File: src/rtl/led_group_dimmer.sv
module led_group_dimmer #(
  parameter int STEP_DIV = 4,
  parameter int DUTY_W   = 8
) (
  input  logic       clk,
  input  logic       rst_n,
  input  logic       mode_serial,
  input  logic       in_a,
  input  logic       in_b,
  input  logic       in_c,
  input  logic       in_d,
  output logic [5:0] grp_en
);
  localparam int NGRP       = 4;
  localparam int FRAME_BITS = NGRP * DUTY_W;
  localparam int CNT_W      = $clog2(FRAME_BITS + 2);
  localparam int PRE_W      = (STEP_DIV > 1) ? $clog2(STEP_DIV) : 1;
  localparam logic [DUTY_W-1:0] FULL     = '1;
  localparam logic [CNT_W-1:0]  CNT_FULL = CNT_W'(FRAME_BITS);
  localparam logic [CNT_W-1:0]  CNT_OVER = CNT_W'(FRAME_BITS + 1);

  logic [4:0] meta, syn;
  logic       sclk_d, eof_d;

  always_ff @(posedge clk or negedge rst_n)
    if (!rst_n) begin
      meta <= '0; syn <= '0; sclk_d <= 1'b0; eof_d <= 1'b0;
    end else begin
      meta   <= {mode_serial, in_d, in_c, in_b, in_a};
      syn    <= meta;
      sclk_d <= syn[1];
      eof_d  <= syn[2];
    end

  wire ser       = syn[4];
  wire sclk_rise = ser & syn[1] & ~sclk_d;
  wire eof_rise  = ser & syn[2] & ~eof_d;

  logic [FRAME_BITS-1:0]        shadow;
  logic [CNT_W-1:0]             nbits;
  logic [NGRP-1:0][DUTY_W-1:0]  staged, live;
  wire  frame_ok = eof_rise && (nbits == CNT_FULL);

  always_ff @(posedge clk or negedge rst_n)
    if (!rst_n) begin
      shadow <= '0; nbits <= '0; staged <= '0;
    end else if (eof_rise) begin
      nbits <= '0;
      if (frame_ok) staged <= shadow;
    end else if (sclk_rise) begin
      shadow <= {shadow[FRAME_BITS-2:0], syn[0]};
      if (nbits != CNT_OVER) nbits <= nbits + 1'b1;
    end

  logic [PRE_W-1:0]  pre;
  logic [DUTY_W-1:0] step;
  wire pre_last = (pre == PRE_W'(STEP_DIV - 1));
  wire wrap     = pre_last && (step == FULL);

  always_ff @(posedge clk or negedge rst_n)
    if (!rst_n) begin
      pre <= '0; step <= '0; live <= '0;
    end else begin
      pre <= pre_last ? '0 : pre + 1'b1;
      if (pre_last) step <= step + 1'b1;
      if (wrap) live <= frame_ok ? shadow : staged;
    end

  logic [NGRP-1:0] grp_q;

  for (genvar g = 0; g < NGRP; g++) begin : g_pwm
    wire [DUTY_W-1:0] duty = live[NGRP-1-g];
    wire              pwm  = (duty == FULL) || (step < duty);

    always_ff @(posedge clk or negedge rst_n)
      if (!rst_n) grp_q[g] <= 1'b0;
      else        grp_q[g] <= ser ? pwm : syn[g];

    a_r4_full_on: assert property (@(posedge clk) disable iff (!rst_n)
      (ser && duty == FULL) |=> grp_q[g]);
    a_r4_zero_off: assert property (@(posedge clk) disable iff (!rst_n)
      (ser && duty == '0) |=> !grp_q[g]);
  end

  assign grp_en = {grp_q[3], grp_q[2], grp_q[1], grp_q[1], grp_q[0], grp_q[0]};

  a_r5_swap_on_boundary: assert property (@(posedge clk) disable iff (!rst_n)
    !wrap |=> $stable(live));
  a_r9_bad_frame_kept: assert property (@(posedge clk) disable iff (!rst_n)
    (eof_rise && nbits != CNT_FULL) |=> $stable(staged));
  a_r3_count_cleared: assert property (@(posedge clk) disable iff (!rst_n)
    eof_rise |=> (nbits == '0));
  a_r7_direct_follow: assert property (@(posedge clk) disable iff (!rst_n)
    !ser |=> (grp_q == $past(syn[NGRP-1:0])));
endmodule

File: config.mk
export PLATFORM = sky130hd
export DESIGN_NAME = led_group_dimmer
export DESIGN_NICKNAME = d
export VERILOG_FILES = /design/src/rtl/led_group_dimmer.sv
export SDC_FILE = /design/constraint.sdc
export NUM_CORES = 1
export LEC_CHECK = 0
export BUFFER_PORTS_ARGS = -buffer_cell sky130_fd_sc_hd__buf_2
export CAP_MARGIN = 30
export CELL_PAD_IN_SITES_DETAIL_PLACEMENT = 0
export CELL_PAD_IN_SITES_GLOBAL_PLACEMENT = 1
export CORE_UTILIZATION = 35
export DETAILED_ROUTE_END_ITERATION = 6
export PLACE_DENSITY_LB_ADDON = 0.05
export SYNTH_ARGS = -nofsm -noshare
export SYNTH_HDL_FRONTEND = slang
export SYNTH_SLANG_ARGS = --single-unit
File: constraint.sdc
create_clock -name clk -period 2.3 [get_ports clk]
set_input_delay 0.23 -clock clk [delete_from_list [all_inputs] [get_ports clk]]
set_output_delay 0.23 -clock clk [all_outputs]
set_load 0.05 [all_outputs]
* Yosys cells after proc, flatten, opt, wreduce, memory -nomap -nowiden *
Cells that the tools add are included.
Widths: inputs -> output; s select.

storage, ports and cells
  flip-flop bits (word level) = 128
  output and inout port bits = 6
  word-level logic and storage cells = 61

cells by class
  $add $sub $neg = 3
  magnitude comparators = 4
  eq/ne operators = 8
  multiplexer cells = 9
  bitwise gates (word level) = 7
  reductions and logical operators = 10

operator list
  kind                 number
  $eq 8x8->1 const B   5
  $lt 8x8->1           4
  $mux 32              1
  $mux 6               3
  $add 8x1->8 const B  1
  $add 6x1->6 const B  1
  $eq 6x6->1 const B   1
  $ne 6x6->1 const B   1
  $and 1x1->1          4
  $logic_or 1x1->1     4
  $mux 1               4
  $reduce_and 2->1     2
  $reduce_bool 2->1    2
  $not 1->1            3
  $add 2x1->2 const B  1
  $eq 2x2->1 const B   1
  $logic_and 1x1->1    2
  $mux 2               1

* Longest topological paths before layout *
  depth after elaboration = 4
  gate-level depth with buffers = 7
  gate-level depth less buffers = 6

* Least setup slack after synthesis *
OpenSTA, ideal clock, no wires.

  kind = register to register
  start = register nbits[3]
  end = register live, in the netlist g_pwm[0].duty[0]
  setup time = 0.125 ns
  arrival = 1.826 ns
  data required time = 2.175 ns
  slack = 0.350 ns
  cell stages (with the launch flop) = 7
  buffers on the path = 2
  cells stage by stage = dfrtp_1 nor4b_1 and3_1 buf_6 buf_12 mux2_4 mux2_2

between the ends
  word-level cells in the longest chain between the ends = 3

ends and longest elaborated chain
  element                 line  source
  from (decl)             40    logic [CNT_W-1:0] nbits;
  from (signal assigned)  52    if (nbits != CNT_OVER) nbits <= nbits + 1'b1;
  $eq 6x6->1              42    wire frame_ok = eof_rise && (nbits == CNT_FULL);
  $logic_and 1x1->1       42
  $mux 32                 --
  to (signal assigned)    66    if (wrap) live <= frame_ok ? shadow : staged;
  to (decl)               41    logic [NGRP-1:0][DUTY_W-1:0] staged, live;

Every way passes these cells.
A chain may end at the register's enable or synchronous reset.

* Worst setup path after layout *
  start = register nbits[2]
  end = register live, in the netlist g_pwm[3].duty[7]

Same word-level chain as after synthesis.

==> impl_metrics.csv <==
group,metric,value,unit
drt,dr.pass1.iters,4,
floorplanning,row_count,46,
critical_path,start_kind,"flop",
critical_path,cp_slowest_stage_delay,410,ps
timing,fin_ws,214,ps
critical_path,criticalPathCategory,"reg -> reg",
power,power.share.clock,51.3,%
clock_network,htreeDepth,4,
cells_and_area,fin_cells,668,
yosys,ys_seq_area_share,56.1,%
yosys,synth_cells,403,
floorplanning,pin_count,13,
drt,drcViolationCount,0,
run_status,status,"complete, no violations",
drt,ant_nets,0,
floorplanning,initial_core_util,35.9,%
power,p_seq_share,44.4,%
yosys,synthSimpleGateAreaFrac,5.00,%
clock_network,post_cts_resized,0,
drt,wl_per_cell,16.0,um
cells_and_area,fillCellCount,1488,
drt,first_iter_violations,138,
yosys,syn_area,5710,um^2
drt,vias,3139,
cells_and_area,syn2layout_area_growth,17.9,%
clock_network,worstSkewPairLatency,420,ps
clock_network,clk_pin_slew,50,ps
critical_path,required,2590,ps
grt,grt_pass1_wl,17800,um
power,peakVddDrop,0.000483,V
clock_network,cts.sinks,128,
critical_path,worstPathCellList,"nor4b_1 -> and3_2 -> buf_12 -> mux2_4 -> mux2_2",
yosys,synthMuxAreaShare,21.3,%
placed_design,dpl-instance-area,6060,um^2
yosys,ys_ff_latch,128,
power,power.density,808,nW/um^2
timing,max_slew_margin,61.6,%
power,switching_share,20.9,%
yosys,synth_top_family_by_area,"multiplexers",
grt,grtUsageTotal,14.5,%
timing,skew,7.49,ps
placed_design,port_buffers,12,
clock_network,tritoncts,"yes",
cells_and_area,regArea,3200,um^2
grt,grt_pass1_vias,3353,
critical_path,reg2reg_depth,5,
placed_design,placed_cells,632,
yosys,synth-edff-count,0,
timing,worst_pin_slew,576,ps
yosys,synth_fa_ha_area_share,7.23,%
floorplanning,die-area,16800,um^2
flow_run,max_cap_violations,0,
cells_and_area,design_area,6730,um^2
floorplanning,die_h,130,um
timing,slew_viol_final,0,
clock_network,clockBufferDepth,2,
yosys,async_flop_share,100,%
yosys,avgSynthCellArea,14.2,um^2
critical_path,cpMaxStageDelayCell,"nor4b_1",
hold_path,min_path_cells,0,
yosys,synthesis.nets,443,
drt,viasPerCell,4.70,
power,leakage,3.23,nW
critical_path,crit_fanout,20,
timing,finalCritPeriodShare,90.7,%
yosys,synthXorXnorAreaFrac,1.69,%
yosys,ys.flop_type,"dfrtp_1",
grt,grt.overflow.total,0,
drt,drt-total-wl,10700,um
clock_network,cts-root-buf,"clkbuf_16",
placed_design,place_congestion,0.721,
yosys,synth_cell_types,35,
placed_design,hpwlAfterDp,7190,um
power,power_switching,1.14,mW
critical_path,worstPathArrival,2380,ps
critical_path,cp-end-kind,"flop",
yosys,yosysWarningCount,0,
power,combPwrFrac,4.3,%
floorplanning,die_width,130,um
timing,finalHoldViolations,0,
floorplanning,core,15900,um^2
timing,rsz0062_at_grt,"no",
timing,fin_crit,2090,ps
power,p_int,4.31,mW
grt,antenna_found_initial,0,
timing,setup-tns-final,0,ps
cells_and_area,diodes,0,
placed_design,pre_cts_slack,216,ps
timing,max_freq,0.479,GHz
cells_and_area,fin_nets,481,
yosys,synth_compound_area_share,4.16,%
grt,grt_max_degree,64,
clock_network,cts_buffers,17,
hold_path,min_path_type,"reg -> reg",
cells_and_area,drive_gt1_share,34.1,%
cells_and_area,multi_input_area,2260,um^2
timing,final-setup-viol-count,0,
worst paths after layout:
kind	start	to	slack [ps]
max	nbits[2]$_DFFE_PN0P_	g_pwm[3].duty[7]$_DFFE_PN0P_	210
min	meta[0]$_DFF_PN0_	syn[0]$_DFF_PN0_	350
max reg2reg	nbits[2]$_DFFE_PN0P_	g_pwm[3].duty[7]$_DFFE_PN0P_	210
min reg2reg	meta[0]$_DFF_PN0_	syn[0]$_DFF_PN0_	350
max in group asynchronous	rst_n	g_pwm[3].duty[2]$_DFFE_PN0P_	1220
min in group asynchronous	rst_n	nbits[5]$_DFFE_PN0P_	370
cell usage in the layout (no fill, tap or decap), types with 2 or more instances in the layout:
cell           netlist  routed
nand4_1             10      10
xnor2_1              6       6
buf_12               3       2
ha_1                33      33
buf_2                3      11
inv_1               32      32
nand2_1              6       6
or4_1                4       4
o21a_1               4       4
o31a_1               4       4
nand2b_1             4       4
a21oi_1             15      14
dfrtp_1            128     128
buf_4                2      13
mux2_2              67      67
o22a_1               4       4
nand3_1              6       6
and3_1               3       2
nor2_1               8       8
clkinv_2             0       2
clkbuf_16            0      17
xor2_1               5       5
bufinv_16            0       3
dlygate4sd3_1        0       6
o21ai_0              5       5
clkbuf_1             1       2
clkbuf_8             0       6
mux2_4              30      30
or3_1                5       5
a21o_1               4       4
stage by stage:
| step | hold WS (ps) | util, % | total power, mW |
|---|---|---|---|
| 6_report | 347 | 42.4 | 5.44 |
| 5_1_grt | 352 | 42.4 | 5.66 |
| 4_1_cts | 349 | 42.4 | 5.52 |
| 3_5_place_dp | 256 | 38.1 | 2.69 |
| 3_3_place_gp | 252 | 38.1 | 2.68 |
| 2_1_floorplan | -65.6 | - | 2.57 |
sequential cells by signal, indices dropped and copies added, names as in the netlist:
| register | flops |
|---|---|
| meta | 5 |
| syn | 5 |
| grp_en | 4 |
| sclk_d | 1 |
| pre | 2 |
| nbits | 6 |
| step | 8 |
| shadow | 32 |
| g_pwm.duty | 32 |
| eof_d | 1 |
| staged | 32 |
metal layers:
layer | GRT usage (%) | up-vias | part of all wire, %
li1 | - | 1493 | -
met1 | 18.9 | 1601 | 49
met2 | 22.5 | 31 | 47
met4 | 5.95 | 0 | 1.4
met3 | 4.43 | 14 | 3.1
met5 | 0 | - | 0
synth_stat cells (3+ instances only):
master | instances | area [um^2]
o31a_1 | 4 | 35.0
and3_1 | 3 | 18.8
o21a_1 | 4 | 30.0
nand4_1 | 10 | 62.6
or3_1 | 5 | 31.3
ha_1 | 33 | 413
buf_2 | 3 | 15.0
inv_1 | 32 | 120
xor2_1 | 5 | 43.8
o21ai_0 | 5 | 25.0
a21oi_1 | 15 | 75.1
mux2_4 | 30 | 450
nand3_1 | 6 | 30.0
xnor2_1 | 6 | 52.6
buf_12 | 3 | 60.1
nand2_1 | 6 | 22.5
a21o_1 | 4 | 30.0
or4_1 | 4 | 30.0
dfrtp_1 | 128 | 3200
o22a_1 | 4 | 35.0
nand2b_1 | 4 | 25.0
nor2_1 | 8 | 30.0
mux2_2 | 67 | 754
cells by family after synthesis:
family,after synthesis
AND/OR/NAND/NOR,50
buffers and inverters,46
XOR/XNOR,11
flip-flops,128
multiplexers,98
adder cells (fa/ha/maj),33
AO/OA/AOI/OAI,37
final cells by class:
type / instances / area share [%]
Sequential cell: 128 / 47.6
Inverter: 32 / 1.78
Clock buffer: 25 / 7.66
Timing Repair Buffer: 33 / 3.92
Multi-Input combinational cell: 229 / 33.6
Clock inverter: 5 / 1.49
Tap cell: 216 / 4.01
worst max-delay path, delay by kind of cell, from the launching register on:
family	cells	cell delay (ps)
buf+inv	1	220
mux	2	590
simple gates	2	730
flops	1	400
power by group through the flow:
stage	Combinational [mW]	Clock, mW	Sequential [mW]
5_1_grt	0.267	2.96	2.43
3_3_place_gp	0.232	0	2.45
3_5_place_dp	0.235	0	2.45
4_1_cts	0.244	2.86	2.41
6_report	0.234	2.79	2.41
2_1_floorplan	0.129	0	2.44
repair_timing:
| item | 4_1_cts | 5_1_grt |
|---|---|---|
| hold buffers | 6 | 0 |
| setup buffers | 0 | 0 |
| endpoints found under the hold margin | 63 | 0 |
Power figures use the tool's default switching activity.
